## src/rtl/alu_core_pkg.sv

```systemverilog
package alu_core_pkg;
  localparam int DATA_W     = 8;
  localparam int NIB_W      = DATA_W / 2;
  localparam int INSTR_W    = 14;
  localparam int OPC_W      = 6;
  localparam int BIT_IDX_W  = $clog2(DATA_W);
  localparam int SUM_W      = DATA_W + 1;
  localparam int NSUM_W     = NIB_W + 1;
  localparam int OPC_LSB    = INSTR_W - OPC_W;
  localparam int DEST_BIT   = OPC_LSB - 1;
  localparam int BKIND_LSB  = INSTR_W - 4;
  localparam int BIDX_LSB   = BKIND_LSB - BIT_IDX_W;

  typedef enum logic [3:0] {
    OP_PASS_B, OP_PASS_W, OP_ZERO, OP_ADD, OP_SUB, OP_INC, OP_DEC,
    OP_AND, OP_IOR, OP_XOR, OP_COM, OP_SWAP, OP_RRC, OP_RLC,
    OP_BCLR, OP_BSET
  } aluOpE;

  typedef enum logic [1:0] {
    SKIP_NONE, SKIP_ZERO, SKIP_BIT_CLR, SKIP_BIT_SET
  } skipE;

  // strobes from decode to the datapath
  typedef struct packed {
    aluOpE                 op;
    logic                  useLit;
    logic [DATA_W-1:0]     litVal;
    logic [BIT_IDX_W-1:0]  bitIdx;
    skipE                  skip;
  } dpCtlT;

  // write-back and flag enables straight to the ports
  typedef struct packed {
    logic wrEn;
    logic toReg;
    logic cWe;
    logic hcWe;
    logic zWe;
    logic nonAlu;
  } wbCtlT;
endpackage

```

## src/rtl/alu_core_decode.sv

```systemverilog
module alu_core_decode
  import alu_core_pkg::*;
(
  input  logic [INSTR_W-1:0] instr,
  output dpCtlT              dpCtl,
  output wbCtlT              wbCtl
);
  logic [OPC_W-1:0] opc;
  logic             tBit;
  logic [1:0]       group;
  logic [1:0]       bitKind;

  assign opc     = instr[INSTR_W-1:OPC_LSB];
  assign tBit    = instr[DEST_BIT];
  assign group   = instr[INSTR_W-1:INSTR_W-2];
  assign bitKind = instr[BKIND_LSB+1:BKIND_LSB];

  always_comb begin
    dpCtl        = '0;
    dpCtl.op     = OP_PASS_B;
    dpCtl.skip   = SKIP_NONE;
    dpCtl.litVal = instr[DATA_W-1:0];
    dpCtl.bitIdx = instr[BIDX_LSB+BIT_IDX_W-1:BIDX_LSB];
    wbCtl        = '0;
    if (group == 2'b00) begin
      wbCtl.toReg = 1'b1;
      case (bitKind)
        2'b00: begin dpCtl.op = OP_BCLR; wbCtl.wrEn = 1'b1; end
        2'b10: begin dpCtl.op = OP_BSET; wbCtl.wrEn = 1'b1; end
        2'b01: dpCtl.skip = SKIP_BIT_CLR;
        default: dpCtl.skip = SKIP_BIT_SET;
      endcase
    end else if (group == 2'b01) begin
      wbCtl.wrEn  = 1'b1;
      wbCtl.toReg = tBit;
      case (opc)
        6'b010000: begin
          if (tBit) begin
            dpCtl.op = OP_ZERO; wbCtl.toReg = 1'b0; wbCtl.zWe = 1'b1;
          end else begin
            wbCtl.wrEn = 1'b0; wbCtl.toReg = 1'b0; wbCtl.nonAlu = 1'b1;
          end
        end
        6'b010001: begin
          wbCtl.toReg = 1'b1;
          if (tBit) dpCtl.op = OP_PASS_W;
          else begin dpCtl.op = OP_ZERO; wbCtl.zWe = 1'b1; end
        end
        6'b010010: begin dpCtl.op = OP_AND;  wbCtl.zWe = 1'b1; end
        6'b010011: begin dpCtl.op = OP_IOR;  wbCtl.zWe = 1'b1; end
        6'b010100: begin dpCtl.op = OP_XOR;  wbCtl.zWe = 1'b1; end
        6'b010101: begin dpCtl.op = OP_RLC;  wbCtl.cWe = 1'b1; end
        6'b010110: begin dpCtl.op = OP_RRC;  wbCtl.cWe = 1'b1; end
        6'b010111: dpCtl.op = OP_SWAP;
        6'b011000: begin dpCtl.op = OP_PASS_B; wbCtl.zWe = 1'b1; end
        6'b011001: begin dpCtl.op = OP_INC;  wbCtl.zWe = 1'b1; end
        6'b011010: begin dpCtl.op = OP_INC;  dpCtl.skip = SKIP_ZERO; end
        6'b011011: begin
          dpCtl.op = OP_ADD;
          wbCtl.cWe = 1'b1; wbCtl.hcWe = 1'b1; wbCtl.zWe = 1'b1;
        end
        6'b011100: begin
          dpCtl.op = OP_SUB;
          wbCtl.cWe = 1'b1; wbCtl.hcWe = 1'b1; wbCtl.zWe = 1'b1;
        end
        6'b011101: begin dpCtl.op = OP_DEC;  wbCtl.zWe = 1'b1; end
        6'b011110: begin dpCtl.op = OP_DEC;  dpCtl.skip = SKIP_ZERO; end
        default:   begin dpCtl.op = OP_COM;  wbCtl.zWe = 1'b1; end
      endcase
    end else begin
      dpCtl.useLit = 1'b1;
      wbCtl.wrEn   = 1'b1;
      case (opc)
        6'b111010: dpCtl.op = OP_PASS_B;
        6'b110100: begin dpCtl.op = OP_AND; wbCtl.zWe = 1'b1; end
        6'b110101: begin dpCtl.op = OP_IOR; wbCtl.zWe = 1'b1; end
        6'b110110: begin dpCtl.op = OP_XOR; wbCtl.zWe = 1'b1; end
        default: begin
          dpCtl.useLit = 1'b0; wbCtl.wrEn = 1'b0; wbCtl.nonAlu = 1'b1;
        end
      endcase
    end
  end
endmodule

```

## src/rtl/alu_core_datapath.sv

```systemverilog
module alu_core_datapath
  import alu_core_pkg::*;
(
  input  dpCtlT             dpCtl,
  input  logic [DATA_W-1:0] wReg,
  input  logic [DATA_W-1:0] regOp,
  input  logic              carryIn,
  output logic [DATA_W-1:0] result,
  output logic              cNew,
  output logic              hcNew,
  output logic              zNew,
  output logic              skipReq
);
  logic [DATA_W-1:0] opB;
  logic [DATA_W-1:0] addB;
  logic              addCin;
  logic [SUM_W-1:0]  fullSum;
  logic [NSUM_W-1:0] lowSum;
  logic [DATA_W-1:0] bitMask;
  logic [DATA_W-1:0] swapped;
  logic              bitVal;

  assign opB = dpCtl.useLit ? dpCtl.litVal : regOp;

  // one shared adder serves add, subtract, increment and decrement
  always_comb begin
    addB   = wReg;
    addCin = 1'b0;
    case (dpCtl.op)
      OP_SUB: begin addB = ~wReg;    addCin = 1'b1; end
      OP_INC: begin addB = '0;       addCin = 1'b1; end
      OP_DEC: begin addB = '1;       addCin = 1'b0; end
      default: ;
    endcase
  end

  assign fullSum = {1'b0, opB} + {1'b0, addB} + SUM_W'(addCin);
  assign lowSum  = {1'b0, opB[NIB_W-1:0]} + {1'b0, addB[NIB_W-1:0]} + NSUM_W'(addCin);

  assign bitMask = DATA_W'(1) << dpCtl.bitIdx;
  assign bitVal  = |(opB & bitMask);

  for (genvar i = 0; i < DATA_W; i++) begin : g_swap
    assign swapped[i] = opB[(i + NIB_W) % DATA_W];
  end

  always_comb begin
    case (dpCtl.op)
      OP_PASS_W: result = wReg;
      OP_ZERO:   result = '0;
      OP_ADD, OP_SUB, OP_INC, OP_DEC: result = fullSum[DATA_W-1:0];
      OP_AND:    result = opB & wReg;
      OP_IOR:    result = opB | wReg;
      OP_XOR:    result = opB ^ wReg;
      OP_COM:    result = ~opB;
      OP_SWAP:   result = swapped;
      OP_RRC:    result = {carryIn, opB[DATA_W-1:1]};
      OP_RLC:    result = {opB[DATA_W-2:0], carryIn};
      OP_BCLR:   result = opB & ~bitMask;
      OP_BSET:   result = opB | bitMask;
      default:   result = opB;
    endcase
  end

  always_comb begin
    case (dpCtl.op)
      OP_RRC:  cNew = opB[0];
      OP_RLC:  cNew = opB[DATA_W-1];
      default: cNew = fullSum[DATA_W];
    endcase
  end

  assign hcNew = lowSum[NIB_W];
  assign zNew  = (result == '0);

  always_comb begin
    case (dpCtl.skip)
      SKIP_ZERO:    skipReq = (result == '0);
      SKIP_BIT_CLR: skipReq = !bitVal;
      SKIP_BIT_SET: skipReq = bitVal;
      default:      skipReq = 1'b0;
    endcase
  end
endmodule

```

## src/rtl/alu_core.sv

```systemverilog
module alu_core
  import alu_core_pkg::*;
(
  input  logic [INSTR_W-1:0] instr,
  input  logic [DATA_W-1:0]  wReg,
  input  logic [DATA_W-1:0]  regOp,
  input  logic               carryIn,
  output logic [DATA_W-1:0]  result,
  output logic               destIsReg,
  output logic               writeEn,
  output logic               cNew,
  output logic               cWe,
  output logic               hcNew,
  output logic               hcWe,
  output logic               zNew,
  output logic               zWe,
  output logic               skipReq,
  output logic               nonAlu
);
  dpCtlT dpCtl;
  wbCtlT wbCtl;

  alu_core_decode u_decode (
    .instr (instr),
    .dpCtl (dpCtl),
    .wbCtl (wbCtl)
  );

  alu_core_datapath u_datapath (
    .dpCtl   (dpCtl),
    .wReg    (wReg),
    .regOp   (regOp),
    .carryIn (carryIn),
    .result  (result),
    .cNew    (cNew),
    .hcNew   (hcNew),
    .zNew    (zNew),
    .skipReq (skipReq)
  );

  assign writeEn   = wbCtl.wrEn;
  assign destIsReg = wbCtl.toReg;
  assign cWe       = wbCtl.cWe;
  assign hcWe      = wbCtl.hcWe;
  assign zWe       = wbCtl.zWe;
  assign nonAlu    = wbCtl.nonAlu;
endmodule

```

## config.mk

```make
export PLATFORM = sky130hd
export DESIGN_NAME = alu_core
export DESIGN_NICKNAME = d
export VERILOG_FILES = /design/src/rtl/alu_core_pkg.sv /design/src/rtl/alu_core_decode.sv /design/src/rtl/alu_core_datapath.sv /design/src/rtl/alu_core.sv
export SDC_FILE = /design/constraint.sdc
export NUM_CORES = 1
export LEC_CHECK = 0
export CORE_MARGIN = 2
export CORE_UTILIZATION = 35
export DETAILED_ROUTE_END_ITERATION = 8
export MAX_ROUTING_LAYER = met4
export PLACE_DENSITY = 0.67
export SLEW_MARGIN = 40
export SYNTH_ARGS = -nofsm -noshare
export SYNTH_HDL_FRONTEND = slang
export SYNTH_SLANG_ARGS = --single-unit
```

## constraint.sdc

```tcl
create_clock -name vclk -period 8.6
set_input_delay 0.86 -clock vclk [all_inputs]
set_output_delay 0.86 -clock vclk [all_outputs]
set_load 0.05 [all_outputs]
```

==> results of run 1 <==
==> logic make-up (layout without fill, tap and decap cells) <==
group	Yosys count	after routing	share of synthesized area, %
buffers and inverters	41	75	10.4
muxes	8	8	3.41
xor gates and xnor gates	8	8	3.41
adders and majority gates	10	10	5.51
AOI/OAI and AO/OA	148	148	43.5
and+or+nand+nor	152	152	33.8
==> final timing paths <==
check / startpoint / end / depth (start not counted)
worst max-delay path: instr[8] / zNew / 20
worst min-delay path: instr[13] / skipReq / 6
==> Yosys cell counts (all sizes together) (3+ instances only) <==
| cell | count | area (sq um) |
|---|---|---|
| a2111oi | 4 | 35.0 |
| a211o | 4 | 36.3 |
| a211oi | 7 | 57.6 |
| a21boi | 4 | 30.0 |
| a21o | 7 | 62.6 |
| a21oi | 30 | 154 |
| a221oi | 6 | 58.8 |
| a22o | 3 | 26.3 |
| a22oi | 4 | 30.0 |
| a31oi | 8 | 50.1 |
| and2 | 8 | 51.3 |
| and2b | 3 | 26.3 |
| and3 | 5 | 32.5 |
| and3b | 3 | 26.3 |
| buf | 15 | 128 |
| clkbuf | 10 | 71.3 |
| ha | 7 | 87.6 |
| inv | 14 | 52.6 |
| mux2i | 7 | 70.1 |
| nand2 | 34 | 128 |
| nand2b | 7 | 46.3 |
| nand3 | 8 | 40.0 |
| nor2 | 35 | 136 |
| nor2b | 7 | 43.8 |
| nor3 | 10 | 55.1 |
| nor3b | 3 | 27.5 |
| nor4 | 6 | 37.5 |
| nor4b | 5 | 50.0 |
| o2111ai | 3 | 26.3 |
| o211ai | 8 | 60.1 |
| o21ai | 28 | 140 |
| o21bai | 3 | 22.5 |
| o221ai | 7 | 67.6 |
| o31ai | 3 | 27.5 |
| or2 | 5 | 31.3 |
| xnor2 | 3 | 26.3 |
| xor2 | 4 | 35.0 |
==> cell type report <==
type / instances / area, sq um
fill: 731 / 3850
inverter: 16 / 60.1
multi-input combinational: 326 / 2240
tap: 96 / 120
timing repair buffer: 59 / 563
==> per-layer routing <==
layer  part of all wire, %  vias to the layer above
met5                     0                        -
met4                   3.9                        0
met3                    10                       35
met2                    44                      213
met1                    42                     1498
li1                      -                     1491
==> through the flow <==
| stage | hold WS, ps | cells | area [sq um] | worst slack, ps |
|---|---|---|---|---|
| 3_5_place_dp | 2920 | 497 | 2980 | 732 |
| 3_3_place_gp | 2910 | 497 | 2980 | 934 |
| 6_report | 2930 | 497 | 2980 | 679 |
| 2_1_floorplan | 2050 | 367 | 2500 | 1570 |
| 4_1_cts | 2930 | 497 | 2980 | 730 |
| 5_1_grt | 2970 | 497 | 2980 | 189 |
==> tightest hold or removal path: stages <==
cell and delay [ps]:
clkdlybuf4s50_1 450, buf_4 240, nor2b_1 160, nand3_1 120, o31ai_2 60, buf_4 180
==> power breakdown <==
| group | internal, uW | switching [uW] | leakage (uW) | total [uW] |
|---|---|---|---|---|
| registers | 0 | 0 | 0 | 0 |
| logic | 82.5 | 139 | 0.00108 | 221 |
| clock network | 0 | 0 | 0 | 0 |
| total | 82.5 | 139 | 0.00108 | 221 |
==> reports/metrics.yaml, run 1 <==
seq_cells: 0
die_w_microns: 88.5
use_met2_pct: 40.7
final_common_cell: "clkdlybuf4s50_1"
use_met3_pct: 4.01
worstPathMaxFanout: 19
cts_setup_buffers: 0
hp-class: "input pin to output port"
route.detailed.drc: 0
p_total_uw: 221
run_status: "finished, final reports clean"
fp.coreArea_sq_mm: 0.00683
gp_congestion: 1.00
nets: 443
vias: 3237
seqCellArea_sq_um: 0
vdd_drop_max_v: 0.0000479
cap_violations: 0
min_period_over_period_pct: 92.1
crit_chain: "clkdlybuf4s50_1 > nand2b_1 > o21ai_0 > o221ai_1 > nor2_1 > clkinv_1 > a21oi_1 > fa_1 > inv_1 > fa_1 > a21o_1 > a21oi_1 > o21ai_0 > xor2_1 > nand2_1 > o2111ai_1 > or4b_1 > or4_4 > nor2_1 > clkdlybuf4s50_1"
syn_nets: 407
ys_warn_count: 0
slowest_delay_ps: 800
critPathSlowestCell: "clkdlybuf4s50_1"
rsz0062_at_grt: "no"
cts_resized: 0
ios: 49
wl_microns: 10100
period_needed_ps: 7920
use_met1_pct: 36.0
dp_hpwl_microns: 7860
grt_max_degree: 22
avgSynthCellArea_sq_um: 6.80
yosysSeqAreaShare_pct: 0
synthCells: 367
p_leak_uw: 0.00108
cp-end-kind: "output port"
antenna_found_initial: 0
syn2layout_area_growth_pct: 19.4
final_cell_mix: "clkdlybuf4s50_1 (48), nand2_1 (34), nor2_1 (33)"
row_count: 30
power.density_mw_per_mm2: 74.2
synth_cell_types: 92
arrival_ps: 7060
crit_path_start_kind: "input pin"
global_route.peak_usage_layer: "met2"
viasPerCell: 6.51
fin_setup_tns_ps: 0
portBuffers: 49
cp_num_buf_inv: 4
drive_gt1_share_pct: 11.0
drt_iter0_drc: 476
tightest_slew_ps: 799
syn_area_sq_mm: 0.00250
track_usage_pct: 26.7
grt_pass1_vias: 2901
grt-ovfl-total: 0
finalHoldViolCount: 0
setup_viol: 0
cp.required_ps: 7740
first_pass_iters: 5
ant_nets: 0
fmax_mhz: 126
grt_pass1_wl_microns: 15800
fp.dieH_microns: 88.5
dieArea_sq_mm: 0.00783
crit_type: "input pin to output port"
clock_buffers: 0
wl_per_cell_microns: 20.3
slew_viol_final: 0
slew_headroom_pct: 46.3
cts_hold_buf: 0
start_util_pct: 36.6
fin_util_pct: 43.6
crit_family: "buffers and inverters"
n_antenna_cell: 0
(Power assumes the default switching activity.)
==> run 2: changes to the inputs <==
Settings changed: CORE_UTILIZATION 35 to 52, PLACE_DENSITY 0.67 to 0.89.
==> run 2 against run 1 <==
Against the previous run:
- cell count shrank 7.8%
- hold slack gained 220 ps
- final area fell by 0.92%
- sequential share of layout area unchanged
- critical path depth stayed put
- utilization rose by 19 points
- combinational power up 3%
- non-clock buffer count rose by 3
- flip-flop and latch count unchanged
- total power increased by 2.8%
==> reports/metrics.yaml, run 2 (same netlist as run 1, synthesis figures left out) <==
n_antenna_cell: 0
cp.required_ps: 7740
dp_hpwl_microns: 8270
routed-wl-met3_microns: 1390
die_w_microns: 73.3
p_leak_uw: 0.00109
finalHoldViolCount: 0
grt_pass1_vias: 3059
period_needed_ps: 8050
cap_violations: 0
wl_met2_microns: 4530
post_dp_cell_area_sq_mm: 0.00295
start_util_pct: 53.2
fmax_mhz: 124
ant_nets: 0
top_layer: "met4"
track_usage_pct: 40.3
cts_hold_buf: 0
wl_met1_microns: 4090
fp.dieH_microns: 73.3
rsz0062_at_grt: "no"
grt_pass1_wl_microns: 16300
multiInputGateArea_sq_mm: 0.00224
design_area_sq_mm: 0.00295
cts_resized: 0
tightest_slew_ps: 917
wl_per_cell_microns: 23.3
nets: 446
holdPathEnd: "zWe"
fillers: 440
antenna_found_initial: 0
slew_viol_final: 0
gp_congestion: 1.05
final_cell_mix: "clkdlybuf4s50_1 (49), nand2_1 (34), nor2_1 (33)"
viasPerCell: 7.40
cp-end-kind: "output port"
first_pass_iters: 7
worstPathMaxFanout: 18
arrival_ps: 7190
crit_type: "input pin to output port"
wl_microns: 10700
final_common_cell: "clkdlybuf4s50_1"
cts_setup_buffers: 0
drt_iter0_drc: 481
syn2layout_area_growth_pct: 18.3
setup_viol: 0
grt-ovfl-total: 0
hold_start: "instr[12]"
dieArea_sq_mm: 0.00537
vdd_drop_max_v: 0.0000520
fin_setup_tns_ps: 0
min_period_over_period_pct: 93.6
hp-class: "input pin to output port"
portBuffers: 49
run_status: "finished, final reports clean"
route.detailed.drc: 0
power.density_mw_per_mm2: 77.0
vias: 3388
drive_gt1_share_pct: 11.4
slew_headroom_pct: 38.3
fp.coreArea_sq_mm: 0.00469
fin_util_pct: 63.0
holdPathStages: 4
ios: 49
row_count: 25
clock_buffers: 0
seqCellArea_sq_um: 0
whs_ps: 3150
grt_max_degree: 25
seq_cells: 0
crit_path_start_kind: "input pin"
==> run 2: cell count changes in the layout (fill, tap and decap cells not counted), sizes merged <==
cell / previous run / this run
buf: 11 / 13
clkdlybuf4s50: 48 / 49
==> run 2: worst max-delay path by stage <==
stage / from / to / slack, ps / cells past startpoint
6_report: instr[9] / skipReq / 550 / 20
5_1_grt: instr[9] / skipReq / 180 / 20
4_1_cts: instr[9] / skipReq / 640 / 20
3_5_place_dp: instr[9] / skipReq / 650 / 20
3_3_place_gp: instr[9] / skipReq / 870 / 20
2_1_floorplan: instr[8] / skipReq / 1570 / 20
==> run 2: per-stage QoR <==
step / setup slack, ps / instances / total power, uW
after floorplan: 1570 / 367 / 152
after global placement: 872 / 458 / 219
after detailed placement: 654 / 458 / 220
after CTS: 644 / 458 / 220
after global routing: 181 / 458 / 238
final: 553 / 458 / 227
==> run 2: critical path, stage by stage <==
cell and delay [ps]:
clkdlybuf4s50_1 830, nand2b_1 370, o21ai_0 250, o221ai_1 250
nor2_1 180, clkinv_1 240, a21oi_1 270, fa_1 220
inv_1 50, fa_1 400, a21o_1 200, a21oi_1 280
o21ai_0 200, xor2_1 170, nand2_1 90, o2111ai_1 130
or4b_1 560, or4_4 540, o31ai_2 240, clkdlybuf4s50_1 840
==> run 2: layer usage <==
| layer | vias up | track usage [%] |
|---|---|---|
| met3 | 75 | 5.21 |
| met4 | 0 | 16.8 |
| li1 | 1498 | - |
| met2 | 318 | 61.1 |
| met1 | 1497 | 53.9 |
| met5 | - | - |
==> run 2: cell type report <==
cell class	instances	share of cell area, %
well taps	54	2.29
multi-input cells	326	75.8
inverters	16	2.03
repair buffers	62	19.9
==> run 2: where the power goes <==
| part | switching, uW | internal (uW) | total, uW |
|---|---|---|---|
| Sequential | 0 | 0 | 0 |
| Clock | 0 | 0 | 0 |
| Combinational | 144 | 83.8 | 227 |
| Total | 144 | 83.8 | 227 |
==> run 3: changes to the inputs <==
Settings changed: CORE_MARGIN 2 to 3.
==> run 3 against run 2 <==
Against the previous run:
- critical path depth increased by 1
- wire length decreased by 1.1%
- fmax increased by 2.3%
- hold slack got worse by 200 ps
- utilization increased by 2.5 points
- final area decreased by 0.13%
- cell count decreased by 0.44%
- critical path type unchanged
==> reports/metrics.yaml, run 3 (same netlist as run 1, synthesis figures left out) <==
run_status: "finished, final reports clean"
cp_num_buf_inv: 5
row_count: 24
clock_buffers: 0
seqPwrFrac_pct: 0
portBuffers: 49
switching_power_uw: 143
nets: 446
hold_start: "regOp[3]"
viasPerCell: 7.32
cts_setup_buffers: 0
rsz0062_at_grt: "no"
cap_violations: 0
holdPathStages: 6
cp.required_ps: 7740
holdPathEnd: "skipReq"
combPwrFrac_pct: 100.0
power.density_mw_per_mm2: 76.8
n_antenna_cell: 0
route.detailed.drc: 0
fin_util_pct: 65.5
p_sw_share_pct: 63.1
slowest_delay_ps: 910
worstPathMaxFanout: 19
vdd_drop_max_v: 0.0000561
cts_hold_buf: 0
final_common_cell: "clkdlybuf4s50_1"
dieArea_sq_mm: 0.00567
gp_congestion: 1.06
tightest_slew_ps: 898
path_common_cell: "a21oi_1"
drt_iter0_drc: 487
cp-end-kind: "output port"
syn2layout_area_growth_pct: 18.1
ios: 49
p_int_uw: 83.7
grt_pass1_vias: 2973
crit_path_start_kind: "input pin"
die_w_microns: 75.3
slew_viol_final: 0
p_clk_share_pct: 0
period_needed_ps: 7870
min_period_over_period_pct: 91.5
crit_chain: "clkdlybuf4s50_1 > nor3_1 > a211oi_2 > a21oi_1 > buf_4 > nor2_1 > clkinv_1 > a21oi_1 > fa_1 > inv_1 > fa_1 > a21o_1 > a21oi_1 > o21ai_0 > xor2_1 > nand2_1 > o2111ai_1 > or4b_1 > or4_4 > nor2_1 > clkdlybuf4s50_1"
antenna_found_initial: 0
final_cell_mix: "clkdlybuf4s50_1 (48), nand2_1 (34), nor2_1 (33)"
first_pass_iters: 5
fp.dieH_microns: 75.3
fillers: 402
track_usage_pct: 38.1
grt_max_degree: 24
cts_resized: 0
slew_headroom_pct: 39.7
fmax_mhz: 127
wl_per_cell_microns: 23.1
hp-class: "input pin to output port"
grt_pass1_wl_microns: 15900
fin_setup_tns_ps: 0
fp.coreArea_sq_mm: 0.00450
start_util_pct: 55.4
crit_type: "input pin to output port"
wl_microns: 10500
grt-ovfl-total: 0
finalHoldViolCount: 0
vias: 3339
drive_gt1_share_pct: 11.6
dp_hpwl_microns: 8220
arrival_ps: 7010
seqCellArea_sq_um: 0
seq_cells: 0
critPathSlowestCell: "clkdlybuf4s50_1"
crit_family: "buffers and inverters"
p_leak_uw: 0.00109
setup_viol: 0
ant_nets: 0
run 3: area by class of cell:
class                           instances  area, sq um  share of cell area [%]
Multi-Input combinational cell        326         2240                    75.9
Inverter                               16         60.1                    2.04
Timing Repair Buffer                   62          586                    19.8
Tap cell                               52         65.1                    2.21
run 3: tightest hold or removal path, stage by stage:
cell and delay [ps]:
clkdlybuf4s50_1 550, a21oi_1 110, o211ai_1 150, or4_4 180, o31ai_2 60, buf_4 180
run 3: worst max-delay path by stage:
stage | from | endpoint | cells past startpoint
after CTS | instr[10] | zNew | 21
after detailed placement | instr[10] | zNew | 21
after floorplan | instr[8] | skipReq | 20
final | instr[10] | zNew | 21
after global routing | instr[10] | zNew | 21
after global placement | instr[10] | zNew | 21
run 3: power groups by stage:
| stage | registers, uW | logic (uW) | clock network [uW] |
|---|---|---|---|
| after global placement | 0 | 219 | 0 |
| after global routing | 0 | 237 | 0 |
| after floorplan | 0 | 152 | 0 |
| after detailed placement | 0 | 219 | 0 |
| after CTS | 0 | 220 | 0 |
| final | 0 | 227 | 0 |
run 3: stage by stage:
stage          hold WS, ps  setup WS [ps]  std cells  power (uW)  area, sq um
2_1_floorplan         2050           1570        367         152         2500
3_3_place_gp          2940            988        456         219         2950
3_5_place_dp          2910            825        456         219         2950
4_1_cts               2920            803        456         220         2950
5_1_grt               2950            417        456         237         2950
6_report              2960            731        456         227         2950
run 3: metal layers:
| metal | vias up | track usage, % | routed length (microns) |
|---|---|---|---|
| li1 | 1496 | - | - |
| met4 | 0 | 13.2 | 388 |
| met2 | 297 | 55.2 | 4460 |
| met1 | 1506 | 53.3 | 4100 |
| met3 | 40 | 5.94 | 1590 |
| met5 | - | - | 0 |
